## src/rtl/pgstk_pkg.sv

```systemverilog
package pgstk_pkg;
  typedef enum logic [1:0] {
    OP_HOLD  = 2'd0,
    OP_PUSH  = 2'd1,
    OP_POP   = 2'd2,
    OP_WRITE = 2'd3
  } pg_op_e;
endpackage

```

## src/rtl/pgstk_decode.sv

```systemverilog
module pgstk_decode #(
  parameter int ADDR_W    = 8,
  parameter int DEPTH     = 3,
  parameter int ADDR_BASE = 'hB1
) (
  input  logic [ADDR_W-1:0] addr,
  output logic [DEPTH-1:0]  sel,
  output logic              hit
);
  for (genvar gi = 0; gi < DEPTH; gi++) begin : g_sel
    assign sel[gi] = (addr == ADDR_W'(ADDR_BASE + gi));
  end
  assign hit = |sel;
endmodule

```

## src/rtl/pgstk_entries.sv

```systemverilog
module pgstk_entries
  import pgstk_pkg::*;
#(
  parameter int PAGE_W = 8,
  parameter int DEPTH  = 3
) (
  input  logic                          clk,
  input  logic                          rst_n,
  input  pg_op_e                        op,
  input  logic [PAGE_W-1:0]             push_page,
  input  logic [DEPTH-1:0]              wr_sel,
  input  logic [PAGE_W-1:0]             wdata,
  output logic [DEPTH-1:0][PAGE_W-1:0]  stk
);
  logic [DEPTH-1:0][PAGE_W-1:0] stk_q, stk_d;
  logic                         stk_en;

  assign stk_en = (op != OP_HOLD);

  always_comb begin
    stk_d = stk_q;
    unique case (op)
      OP_PUSH: begin
        stk_d[0] = push_page;
        for (int i = 1; i < DEPTH; i++) stk_d[i] = stk_q[i-1];
      end
      OP_POP: begin
        for (int i = 0; i < DEPTH-1; i++) stk_d[i] = stk_q[i+1];
        stk_d[DEPTH-1] = '0;
      end
      OP_WRITE: begin
        for (int i = 0; i < DEPTH; i++)
          if (wr_sel[i]) stk_d[i] = wdata;
      end
      default: ;
    endcase
  end

  always_ff @(posedge clk or negedge rst_n) begin
    if (!rst_n)      stk_q <= '0;
    else if (stk_en) stk_q <= stk_d;
  end

  assign stk = stk_q;
endmodule

```

## src/rtl/page_ctx_stack.sv

```systemverilog
module page_ctx_stack
  import pgstk_pkg::*;
#(
  parameter int PAGE_W    = 8,
  parameter int ADDR_W    = 8,
  parameter int DEPTH     = 3,
  parameter int ADDR_BASE = 'hB1
) (
  input  logic              clk,
  input  logic              rst_n,
  input  logic              irq_take,
  input  logic [PAGE_W-1:0] irq_page,
  input  logic              irq_ret,
  input  logic              sw_wr,
  input  logic [ADDR_W-1:0] sw_addr,
  input  logic [PAGE_W-1:0] sw_wdata,
  output logic [PAGE_W-1:0] sw_rdata,
  output logic              sw_hit,
  output logic [PAGE_W-1:0] act_page
);
  // reset: asserted asynchronously, released on a clock edge
  logic rst_meta, rst_sync;
  always_ff @(posedge clk or negedge rst_n) begin
    if (!rst_n) begin
      rst_meta <= 1'b0;
      rst_sync <= 1'b0;
    end else begin
      rst_meta <= 1'b1;
      rst_sync <= rst_meta;
    end
  end

  logic [DEPTH-1:0]             sel;
  logic [DEPTH-1:0][PAGE_W-1:0] stk;
  pg_op_e                       op;

  pgstk_decode #(.ADDR_W(ADDR_W), .DEPTH(DEPTH), .ADDR_BASE(ADDR_BASE)) u_dec (
    .addr (sw_addr),
    .sel  (sel),
    .hit  (sw_hit)
  );

  // interrupt events take priority; a clash freezes everything
  always_comb begin
    if (irq_take && irq_ret)   op = OP_HOLD;
    else if (irq_take)         op = OP_PUSH;
    else if (irq_ret)          op = OP_POP;
    else if (sw_wr && sw_hit)  op = OP_WRITE;
    else                       op = OP_HOLD;
  end

  pgstk_entries #(.PAGE_W(PAGE_W), .DEPTH(DEPTH)) u_ent (
    .clk       (clk),
    .rst_n     (rst_sync),
    .op        (op),
    .push_page (irq_page),
    .wr_sel    (sel),
    .wdata     (sw_wdata),
    .stk       (stk)
  );

  always_comb begin
    sw_rdata = '0;
    for (int i = 0; i < DEPTH; i++)
      if (sel[i]) sw_rdata = stk[i];
  end

  assign act_page = stk[0];
endmodule

```

## config.mk

```make
export PLATFORM = sky130hd
export DESIGN_NAME = page_ctx_stack
export DESIGN_NICKNAME = d
export VERILOG_FILES = /design/src/rtl/pgstk_pkg.sv /design/src/rtl/pgstk_decode.sv /design/src/rtl/pgstk_entries.sv /design/src/rtl/page_ctx_stack.sv
export SDC_FILE = /design/constraint.sdc
export NUM_CORES = 1
export LEC_CHECK = 0
export ABC_CLOCK_PERIOD_IN_PS = 1400
export BUFFER_PORTS_ARGS = -buffer_cell sky130_fd_sc_hd__buf_2
export CORE_ASPECT_RATIO = 0.5
export CORE_MARGIN = 5
export CORE_UTILIZATION = 52
export DETAILED_ROUTE_END_ITERATION = 10
export PLACE_DENSITY = 0.83
export SYNTH_ARGS = -nofsm -noshare
export SYNTH_HDL_FRONTEND = slang
export SYNTH_SLANG_ARGS = --single-unit
```

## constraint.sdc

```tcl
create_clock -name clk -period 1.4 [get_ports clk]
set_clock_uncertainty 0.1 [all_clocks]
set_input_delay 0.14 -clock clk [delete_from_list [all_inputs] [get_ports clk]]
set_output_delay 0.14 -clock clk [all_outputs]
set_load 0.05 [all_outputs]
```

# Word-level counts from Yosys, hierarchy flattened
# Cells that the tools add are included.
[word_totals] register_bits=26 input_bits=29 word_cells=33 output_inout_bits=17
[op_classes] n_reduce_logical=8 eq_ne=9 muxes=11
[op_table] cell="$pmux W24 S3" count=1
[op_table] cell="$mux W8" count=6
[op_table] cell="$eq A8 B8 Y1 const B" count=3
[op_table] cell="$reduce_and A3 Y1" count=3
[op_table] cell="$mux W2" count=4
[op_table] cell="$ne A2 B2 Y1 const B" count=3
[op_table] cell="$eq A2 B2 Y1 const B" count=2
[op_table] cell="$reduce_bool A3 Y1" count=1
[op_table] cell="$reduce_or A3 Y1" count=1
[op_table] cell="$eq A2 B1 Y1 const B" count=1
[op_table] cell="$logic_and A1 B1 Y1" count=2
[op_table] cell="$reduce_bool A2 Y1" count=1

# Logic depth before layout (Yosys ltp)
[depth] depth_word=10 mapped_depth=7

# By module
# From an unflattened synthesis, not the netlist that was laid out.
[unflattened] hier_cells=157 hier_area_um2=1665.3
[by_module_without_submodules] module="pgstk_entries" cells_per_inst=106 area_each_um2=1303.8 instances=1
[by_module_without_submodules] module="page_ctx_stack" cells_per_inst=42 area_each_um2=290.3 instances=1
[by_module_without_submodules] module="pgstk_decode" cells_per_inst=9 area_each_um2=71.3 instances=1

# Worst setup path after synthesis
# Ideal clock, no wire load.
[synth_path] path_type="input port to output port" from="in sw_addr[1]" to="out sw_rdata[6]" arrival_time_ns=1.354 setup_slack_ns=-0.194 n_path_buf=1 cell_stages=4 path_cell_list="buf_1 mux2_2 a22oi_1 nor2_1"
[synth_between] elab_chain_len=4 elab_cells_between_ends=6 cone_classes="eq/ne: 3; mux: 3"
[synth_rtl] element="start: declaration" line="page_ctx_stack.sv:15" text="input logic [ADDR_W-1:0] sw_addr,"
[synth_rtl] element="$eq A8 B8 Y1" line="pgstk_decode.sv:11" text="assign sel[gi] = (addr == ADDR_W'(ADDR_BASE + gi));"
[synth_rtl] element="$mux W8 (2 in a row)" line="page_ctx_stack.sv:65" text="if (sel[i]) sw_rdata = stk[i];"
[synth_rtl] element="$mux W8 *" line="page_ctx_stack.sv:65"
[synth_rtl] element="end: declaration" line="page_ctx_stack.sv:17" text="output logic [PAGE_W-1:0] sw_rdata,"
# Every way passes the cells marked *; elsewhere a longest branch is shown, timed or not.

# Worst setup path after layout
[layout_path] from="reg u_ent.stk_q, in the netlist u_ent.stk[22]" to="out sw_rdata[6]"
[layout_between] elab_chain_len=1
[layout_rtl] element="start: declaration" line="pgstk_entries.sv:15" text="logic [DEPTH-1:0][PAGE_W-1:0] stk_q, stk_d;"
[layout_rtl] element="start signal: assignment" line="pgstk_entries.sv:41" text="else if (stk_en) stk_q <= stk_d;"
[layout_rtl] element="$mux W8" line="page_ctx_stack.sv:65"
# Every way passes these cells.

==> results.json <==
{
  "dieHeight_um": 51.0,
  "ir_drop_mv": 1.04,
  "htreeDepth": 1,
  "max_freq_mhz": 596,
  "yosys.cell_types.count": 40,
  "drtIter0Drc": 456,
  "setup_violations": 30,
  "synth-edff-count": 0,
  "synth_commonest_cells": "26 x dfrtp_1, 20 x mux2_2, 11 x nor2_1",
  "hold_path.class": "primary input to asynchronous set/reset pin",
  "setup_ws_ns": -0.277,
  "dr.pass1.iters": 9,
  "wl_per_cell_um": 28.4,
  "required_ns": 1.16,
  "diodes": 0,
  "cts-buffers-inserted": 3,
  "worstSetupStartpointType": "register",
  "antenna_found_initial": 0,
  "r2r_slack_ns": -0.13,
  "grt_max_degree": 25,
  "yosys.area_share.simple_pct": 13.2,
  "slew_viol_final": 0,
  "wl_met1_mm": 3.21,
  "nFillCells": 109,
  "ctsLongestPathBuffers": 2,
  "outcome": "complete, but fails checks",
  "clock-sinks": 26,
  "synth_area_leader_cell": "dfrtp_1",
  "grt_pass1_vias": 2065,
  "dieArea_mm2": 0.00469,
  "synthMuxAreaShare_pct": 16.3,
  "r2r_start": "u_ent.stk[18]",
  "syn_to_final_growth_pct": 61.7,
  "root_buffer": "clkbuf_8",
  "drive_gt1_share_pct": 64.4,
  "cts.clk_slew.worst_paths_ns": 0.10,
  "vias_per_cell": 7.15,
  "io_pins": 46,
  "synth_nets": 192,
  "worst_pin_slew_ns": 0.541,
  "leakagePower_nw": 1.36,
  "fin_tns_setup_ns": -3.87,
  "cp-end-kind": "primary output",
  "final_cells": 304,
  "synth.cell_area_mm2": 0.00175,
  "synth_flop_cell": "dfrtp_1",
  "hold_viol_final": 0,
  "fin_crit_sh_pct": 120,
  "worst_r2r_path_depth": 5,
  "violations": "setup timing",
  "drt_wl_total_mm": 8.64,
  "wl_met2_mm": 3.50,
  "grt_first_pass_wirelength_mm": 11.4,
  "synth_top_area_share_pct": 37.2,
  "clock_latency_ns": 0.28,
  "relSlewSlack_pct": 63.4,
  "synth_cells": 163,
  "synth_xor_area_share_pct": 0,
  "synth-seq-cells": 26,
  "rows": 14,
  "cts_tree": "yes",
  "arrival_ns": 1.44,
  "dr.max_layer_used": "met4",
  "die_x_um": 92.0,
  "synth_compound_area_share_pct": 24.1,
  "synth_fa_ha_area_share_pct": 0,
  "reg2reg_to": "u_ent.stk[10]",
  "syn_area_per_cell_um2": 10.7,
  "grt_overflow": 0,
  "p_per_area_mw_per_mm2": 1120,
  "placed_cells": 265,
  "dp_hpwl_mm": 3.64,
  "yosysMostFrequentCell": "dfrtp_1",
  "gp_congestion": 0.788,
  "vias": 2175,
  "core_mm2": 0.00312,
  "initial_core_util_pct": 56.0,
  "wl_met3_mm": 1.27,
  "synthArstFlopShare_pct": 100,
  "crit_path_max_fanout": 2,
  "ys_seq_area_share_pct": 37.2,
  "drv_cap": 0,
  "finalCriticalPeriod_ns": 1.68,
  "io_buffers": 45,
  "ys_warn_count": 0,
  "synth.area.top_cells": "dfrtp_1 37%, mux2_2 13%, a222oi_1 5.2%",
  "critPathKind": "register to primary output",
  "grt_use_total_pct": 32.2,
  "rsz0062_at_grt": "yes",
  "ant_nets": 0,
  "synth_top_family_by_area": "compound AO/OA/AOI/OAI gates",
  "nNetsFinal": 294,
  "drc": 0
}
==> worst max-delay path by stage <==
stage                               to  cells past startpoint           from
final                      sw_rdata[6]                      4  u_ent.stk[22]
after global routing       sw_rdata[6]                      4  u_ent.stk[22]
after CTS                  sw_rdata[6]                      4   u_ent.stk[6]
after detailed placement  u_ent.stk[3]                      6     sw_addr[6]
after global placement    u_ent.stk[3]                      6     sw_addr[6]
after floorplan            sw_rdata[6]                      4     sw_addr[1]
==> per-stage QoR <==
step / area (um^2) / total power [mW] / worst slack [ns] / utilization (%) / hold slack (ns)
2_1_floorplan: 1780 / 1.68 / -0.194 / - / -0.256
3_3_place_gp: 2200 / 1.88 / -0.378 / 70.6 / -0.175
3_5_place_dp: 2200 / 1.92 / -0.455 / 70.6 / -0.174
4_1_cts: 2650 / 2.82 / -0.185 / 84.8 / 0.0458
5_1_grt: 2830 / 3.24 / -0.289 / 90.6 / 0.0552
6_report: 2830 / 3.15 / -0.277 / 90.6 / 0.0601
==> sequential cells by signal, summed over array words and instances (netlist names) <==
signal     flops
rst_sync       1
u_ent.stk     24
rst_meta       1
==> layer usage <==
layer  track usage [%]  vias to the layer above
li1                  -                      827
met3              9.53                       86
met2              53.4                      258
met4              12.1                        0
met1              40.6                     1004
met5                 0                        -
==> cells in the final DEF (no fill, tap or decap), types with 3 or more instances in the layout <==
cell      count
a221o_1       6
nor2_1        6
mux2_4       20
mux2i_1       6
dfrtp_1      26
a222oi_1      9
a22oi_2       7
nor2_2        5
inv_1         4
and2_1        6
buf_12        3
a22o_1        8
buf_4        52
buf_2        33
nand2_1       5
clkbuf_8      3
buf_6        21
a21oi_4       3
==> timing repair <==
item | in CTS | in global routing
buffers inserted | 25 | 7
hold endpoints to repair | 2 | 0
resized for setup | 48 | 35
pin swaps | 20 | 17
gates cloned | 0 | 3
hold buffers | 1 | 0
endpoints found under the setup margin | 32 | 35
==> final cells by class <==
type | instances | area (um^2) | share of cell area [%]
clock buffer | 3 | 41.3 | 1.46
clock inverter | 1 | 30.0 | 1.06
inverter | 6 | 22.5 | 0.797
multi-input combinational | 115 | 1130 | 40.0
sequential | 26 | 651 | 23.0
tap | 40 | 50.0 | 1.77
timing repair buffer | 113 | 900 | 31.8
==> critical path, cell delays in order (launching register included) <==
cell and delay [ns]:
dfrtp_1 0.42, mux2_4 0.28, a22oi_2 0.24, nor2_2 0.06
buf_6 0.15
==> report_power, final <==
part	leakage, nW	internal, mW	switching (mW)
sequential	0.311	0.907	0.170
clock	0.0357	0.383	0.258
combinational	1.01	0.739	0.695
==> logic make-up after synthesis <==
kind of cell           after synthesis
other                                1
and+or+nand+nor                     41
AOI/OAI and AO/OA                   45
muxes                               26
DFF                                 26
buffers and inverters               24
Note: power is estimated with default switching activity, not from simulation.
